### config.mk
export PLATFORM = sky130hd
export DESIGN_NAME = alu_shift_mul
export DESIGN_NICKNAME = d
export VERILOG_FILES = /design/src/rtl/alu_sm_pkg.sv /design/src/rtl/alu_sm_decode.sv /design/src/rtl/alu_sm_shifter.sv /design/src/rtl/alu_sm_mult.sv /design/src/rtl/alu_shift_mul.sv
export SDC_FILE = /design/constraint.sdc
export NUM_CORES = 2
export LEC_CHECK = 0
export ABC_AREA = 1
export BUFFER_PORTS_ARGS = -buffer_cell sky130_fd_sc_hd__buf_4
export CORE_AREA = 3 3 388 198
export CTS_CLUSTER_SIZE = 24
export DETAILED_ROUTE_END_ITERATION = 10
export DIE_AREA = 0 0 391 201
export MAX_ROUTING_LAYER = met4
export PLACE_DENSITY = 0.8
export SYNTH_ARGS = -nofsm -noshare
export SYNTH_HDL_FRONTEND = slang
export SYNTH_SLANG_ARGS = --single-unit
export TNS_END_PERCENT = 50
### constraint.sdc
create_clock -name clk -period 14.9 [get_ports clk]
set_input_delay 0 -clock clk [delete_from_list [all_inputs] [get_ports clk]]
set_output_delay 0 -clock clk [all_outputs]
set_load 0.01 [all_outputs]
### src/rtl/alu_sm_pkg.sv
package alu_sm_pkg;
  localparam int unsigned FUNC_W = 6;

  typedef enum logic [FUNC_W-1:0] {
    FN_SLL_IMM = 6'b000000,
    FN_SRL_IMM = 6'b000010,
    FN_SLL_VAR = 6'b000100,
    FN_SRL_VAR = 6'b000110,
    FN_MUL     = 6'b011000
  } func_e;
endpackage

### src/rtl/alu_sm_decode.sv
module alu_sm_decode
  import alu_sm_pkg::*;
(
  input  logic [FUNC_W-1:0] func,
  output logic              is_shift,
  output logic              shift_right,
  output logic              amt_from_reg,
  output logic              is_mul
);
  always_comb begin
    is_shift     = 1'b0;
    shift_right  = 1'b0;
    amt_from_reg = 1'b0;
    is_mul       = 1'b0;
    case (func)
      FN_SLL_IMM: is_shift = 1'b1;
      FN_SRL_IMM: begin is_shift = 1'b1; shift_right = 1'b1; end
      FN_SLL_VAR: begin is_shift = 1'b1; amt_from_reg = 1'b1; end
      FN_SRL_VAR: begin is_shift = 1'b1; amt_from_reg = 1'b1; shift_right = 1'b1; end
      FN_MUL:     is_mul = 1'b1;
      default:    ;
    endcase
  end
endmodule

### src/rtl/alu_sm_shifter.sv
module alu_sm_shifter #(
  parameter int unsigned W  = 32,
  parameter int unsigned AW = $clog2(W)
) (
  input  logic [W-1:0]  din,
  input  logic [AW-1:0] amt,
  input  logic          to_right,
  output logic [W-1:0]  dout
);
  logic [W-1:0] stage [0:AW];

  assign stage[0] = din;

  for (genvar i = 0; i < AW; i++) begin : g_stage
    localparam int unsigned DIST = 1 << i;
    logic [W-1:0] moved;
    assign moved        = to_right ? (stage[i] >> DIST) : (stage[i] << DIST);
    assign stage[i + 1] = amt[i] ? moved : stage[i];
  end

  assign dout = stage[AW];
endmodule

### src/rtl/alu_sm_mult.sv
module alu_sm_mult #(
  parameter int unsigned W = 32
) (
  input  logic [W-1:0]   a,
  input  logic [W-1:0]   b,
  output logic [2*W-1:0] prod
);
  logic signed [2*W-1:0] a_ext;
  logic signed [2*W-1:0] b_ext;

  assign a_ext = {{W{a[W-1]}}, a};
  assign b_ext = {{W{b[W-1]}}, b};
  assign prod  = a_ext * b_ext;
endmodule

### src/rtl/alu_shift_mul.sv
module alu_shift_mul
  import alu_sm_pkg::*;
#(
  parameter int unsigned W  = 32,
  parameter int unsigned AW = $clog2(W)
) (
  input  logic              clk,
  input  logic              rst,
  input  logic [W-1:0]      op_a,
  input  logic [W-1:0]      op_b,
  input  logic [AW-1:0]     shamt,
  input  logic [FUNC_W-1:0] func,
  output logic [W-1:0]      result,
  output logic [W-1:0]      hi,
  output logic [W-1:0]      lo
);
  logic           is_shift, shift_right, amt_from_reg, is_mul;
  logic [AW-1:0]  amt_sel;
  logic [W-1:0]   sh_out;
  logic [2*W-1:0] prod;

  alu_sm_decode u_dec (
    .func         (func),
    .is_shift     (is_shift),
    .shift_right  (shift_right),
    .amt_from_reg (amt_from_reg),
    .is_mul       (is_mul)
  );

  assign amt_sel = amt_from_reg ? op_b[AW-1:0] : shamt;

  alu_sm_shifter #(.W(W), .AW(AW)) u_shf (
    .din      (op_a),
    .amt      (amt_sel),
    .to_right (shift_right),
    .dout     (sh_out)
  );

  alu_sm_mult #(.W(W)) u_mul (
    .a    (op_a),
    .b    (op_b),
    .prod (prod)
  );

  always_ff @(posedge clk) begin
    if (rst) begin
      result <= '0;
      hi     <= '0;
      lo     <= '0;
    end else begin
      result <= is_shift ? sh_out : '0;
      if (is_mul) begin
        hi <= prod[2*W-1:W];
        lo <= prod[W-1:0];
      end
    end
  end
endmodule

==> summary.txt <==
Total of max-cap violations -> 0
RSZ-0062 raised after global routing -> no
Post-synth EDFFs -> 0
Yosys top cell by area -> fa_1
Port Buf Inserts -> 172
Worst slew margin -> 15.32%
Fin. Hold Viols -> 0
Max Clk Rate -> 129.4 MHz
Num CTS Buffers -> 9
Worst EP required -> 15.28 ns
Post-CTS Setup Inserts -> 0
Worst reg2reg path depth -> 3
Crit path launch -> op_a[31]
Crit Reg-Reg Endpoint -> hi[19]
DR iter-0 viols -> 3850
TritonRoute pass-1 iters -> 9
DRC -> 0
Final Max Slew Viols -> 0
R2R setup slack -> 14.00 ns
Hold wc startpoint -> shamt[4]
Hold-fix buffers, CTS -> 1
Die width -> 391 um
Placed Area -> 45540 um^2
Share of the synthesized area in the top cell type -> 49.12%
H-tree levels -> 3
CTS max path bufs -> 2
Crit end category -> flip-flop
Tcrit/Tclk final -> 51.86%
Minimum clock period -> 7.728 ns
Post-synth ARST share -> 0%
Setup_tns -> 0 ns
Placer Congestion -> 1.017
Clock root buffer -> clkbuf_16
WS Path Type -> input pin to flip-flop
Skew final -> 0 ns
Gr ovfl total -> 0
Reg-to-Reg Start -> hi[19]
Initial Util -> 60.23%
Via count -> 37.34k
CP Max Fanout -> 33
Die Height -> 201 um
HP Class -> input pin to flip-flop
I/O pins -> 173
Worst hold endpoint -> result[0]
Core Box Area -> 73220 um^2
Detail Placement HPWL -> 110500 um
Avg Cell Area, Syn -> 7.642 um^2
Cell count after synthesis -> 5771
Routed Antenna Nets -> 0
Tot GR Track Use -> 37.16%
CP startpoint kind -> input pin
Main synth FF type -> dfxtp_1
Drt total wl -> 136300 um
Die area -> 78590 um^2
CTS tree -> done
Clk pin slew, worst setup/hold paths -> 0.12 ns
Sequential share of the synthesized area -> 4.358%
Synth Cell Area -> 44100 um^2
Post-cts resize count -> 0
Yosys warns -> 0
Drt wl/cell -> 20.49 um
Largest net degree at the start of global routing -> 65
Fin Hold WS -> 0.1231 ns
Run status -> finished clean
Syn Nets -> 7114
Final setup fails -> 0
Post-layout util -> 62.66%
Library cells used by synthesis -> 47
Routed vias/inst -> 5.613
Global-route wire length before repair -> 218300 um
Nets -> 7014
Share of layout cells above drive strength 1 -> 4.175%
Worst-Skew Late Latency -> 0.41 ns
Cell area after layout -> 45880 um^2
Antenna violations before repair -> 7
CTS sink count -> 96
Post-synthesis register bit count -> 96
WHS Path Cells -> 5
Vias in the first global route -> 39.46k
Floorplan row count -> 70
Critical Path AT -> 8.11 ns
Area Overhead vs Synth -> 4.040%
Area contributors post-synth -> fa_1 (49%), inv_1 (14%), nand2_1 (13%)
Slew @ Worst Pin -> 1.269 ns
-- sequential cells by signal (all words and copies together) (netlist names) --
signal / count
hi: 32
lo: 32
result: 32
-- area by class of cell --
class	count	area (um^2)
Clock buffer	9	225.2
Clock inverter	7	96.34
Multi-Input combinational cell	3717	34780
Inverter	1662	6238
Fill cell	6424	27340
Timing Repair Buffer	185	1391
Antenna cell	5	12.51
Tap cell	972	1216
Sequential cell	96	1922
-- cells by family (layout without fill, tap and decap cells) --
logic type	after synthesis	count (layout)	share of synthesized area, %
DFF	96	96	4.358
buffers and inverters	1958	1863	16.81
xor gates and xnor gates	40	40	0.7944
other	0	5	0
AOI/OAI and AO/OA	379	379	4.931
and+or+nand+nor	2031	2031	18.75
muxes	1	1	0.02270
adders and majority gates	1266	1266	54.34
-- worst max-delay path: stages --
cell     delay [ns]
buf_4          0.35
nand2_1        0.22
inv_1          0.13
fa_1           0.39
inv_1          0.27
fa_1           0.47
inv_1          0.22
fa_1           0.50
fa_1           0.92
inv_1          0.45
fa_1           0.60
inv_1          0.06
fa_1           0.53
inv_1          0.05
fa_1           0.47
inv_1          0.06
fa_1           0.47
ha_1           0.44
nand2_1        0.16
nor2_1         0.23
inv_1          0.11
nor4_1         0.37
o21ai_0        0.16
nand3_1        0.12
a21oi_1        0.06
o21ai_0        0.10
nand2_1        0.07
inv_1          0.05
-- Yosys cell counts, types with 3 or more instances --
cell	instances
xnor2_1	14
nor2_1	180
inv_1	1655
nand3_1	229
and2_1	3
buf_2	20
nand4_1	74
o21bai_1	38
a21o_1	6
a21oi_1	133
nand3_2	3
o211ai_1	17
nor3_1	10
clkbuf_1	254
nor4_1	6
o21ai_2	7
buf_1	14
a21boi_0	3
xor2_1	26
nor2_2	3
nor2_4	4
dfxtp_1	96
o21ai_0	119
o21a_1	20
o21ai_1	19
inv_2	6
a31oi_1	11
nand2_1	1506
nand2_2	3
buf_4	6
fa_1	1082
ha_1	184
-- routing by layer --
| layer | vias up | part of all wire (%) | global-route usage [%] |
|---|---|---|---|
| met5 | - | 0 | - |
| met4 | 0 | 2.9 | 10.22 |
| met3 | 319 | 13 | 10.56 |
| met2 | 2115 | 43 | 53.44 |
| met1 | 18690 | 41 | 51.74 |
| li1 | 16220 | - | - |
-- metrics by stage --
stage / cells / setup WS [ns]
2_1_floorplan: 5771 / 7.840
3_3_place_gp: 6631 / 6.969
3_5_place_dp: 6631 / 6.791
4_1_cts: 6648 / 7.224
5_1_grt: 6653 / 6.657
6_report: 6653 / 7.172
-- worst max path at each step --
| stage | end | depth (start not counted) |
|---|---|---|
| after floorplan | hi[28] | 28 |
| after global placement | hi[30] | 29 |
| after detailed placement | hi[28] | 27 |
| after CTS | hi[30] | 29 |
| after global routing | hi[28] | 27 |
| final | hi[24] | 28 |
-- cell usage in the layout, fill, tap and decap left out, drive strengths merged, types with 3 or more instances in the layout --
cell type and count:
a21boi 4, a21o 6, a21oi 133, a31oi 11
and2 3, buf 184, clkbuf 9, clkinv 3
dfxtp 96, diode 5, fa 1082, ha 184
inv 1664, nand2 1510, nand3 234, nand4 75
nor2 188, nor3 10, nor4 6, o211ai 17
o21a 20, o21ai 146, o21bai 38, xnor2 14
xor2 26
Power is not shown: default switching activity piles up to over one toggle a cycle in this logic, so the estimate is an artifact.
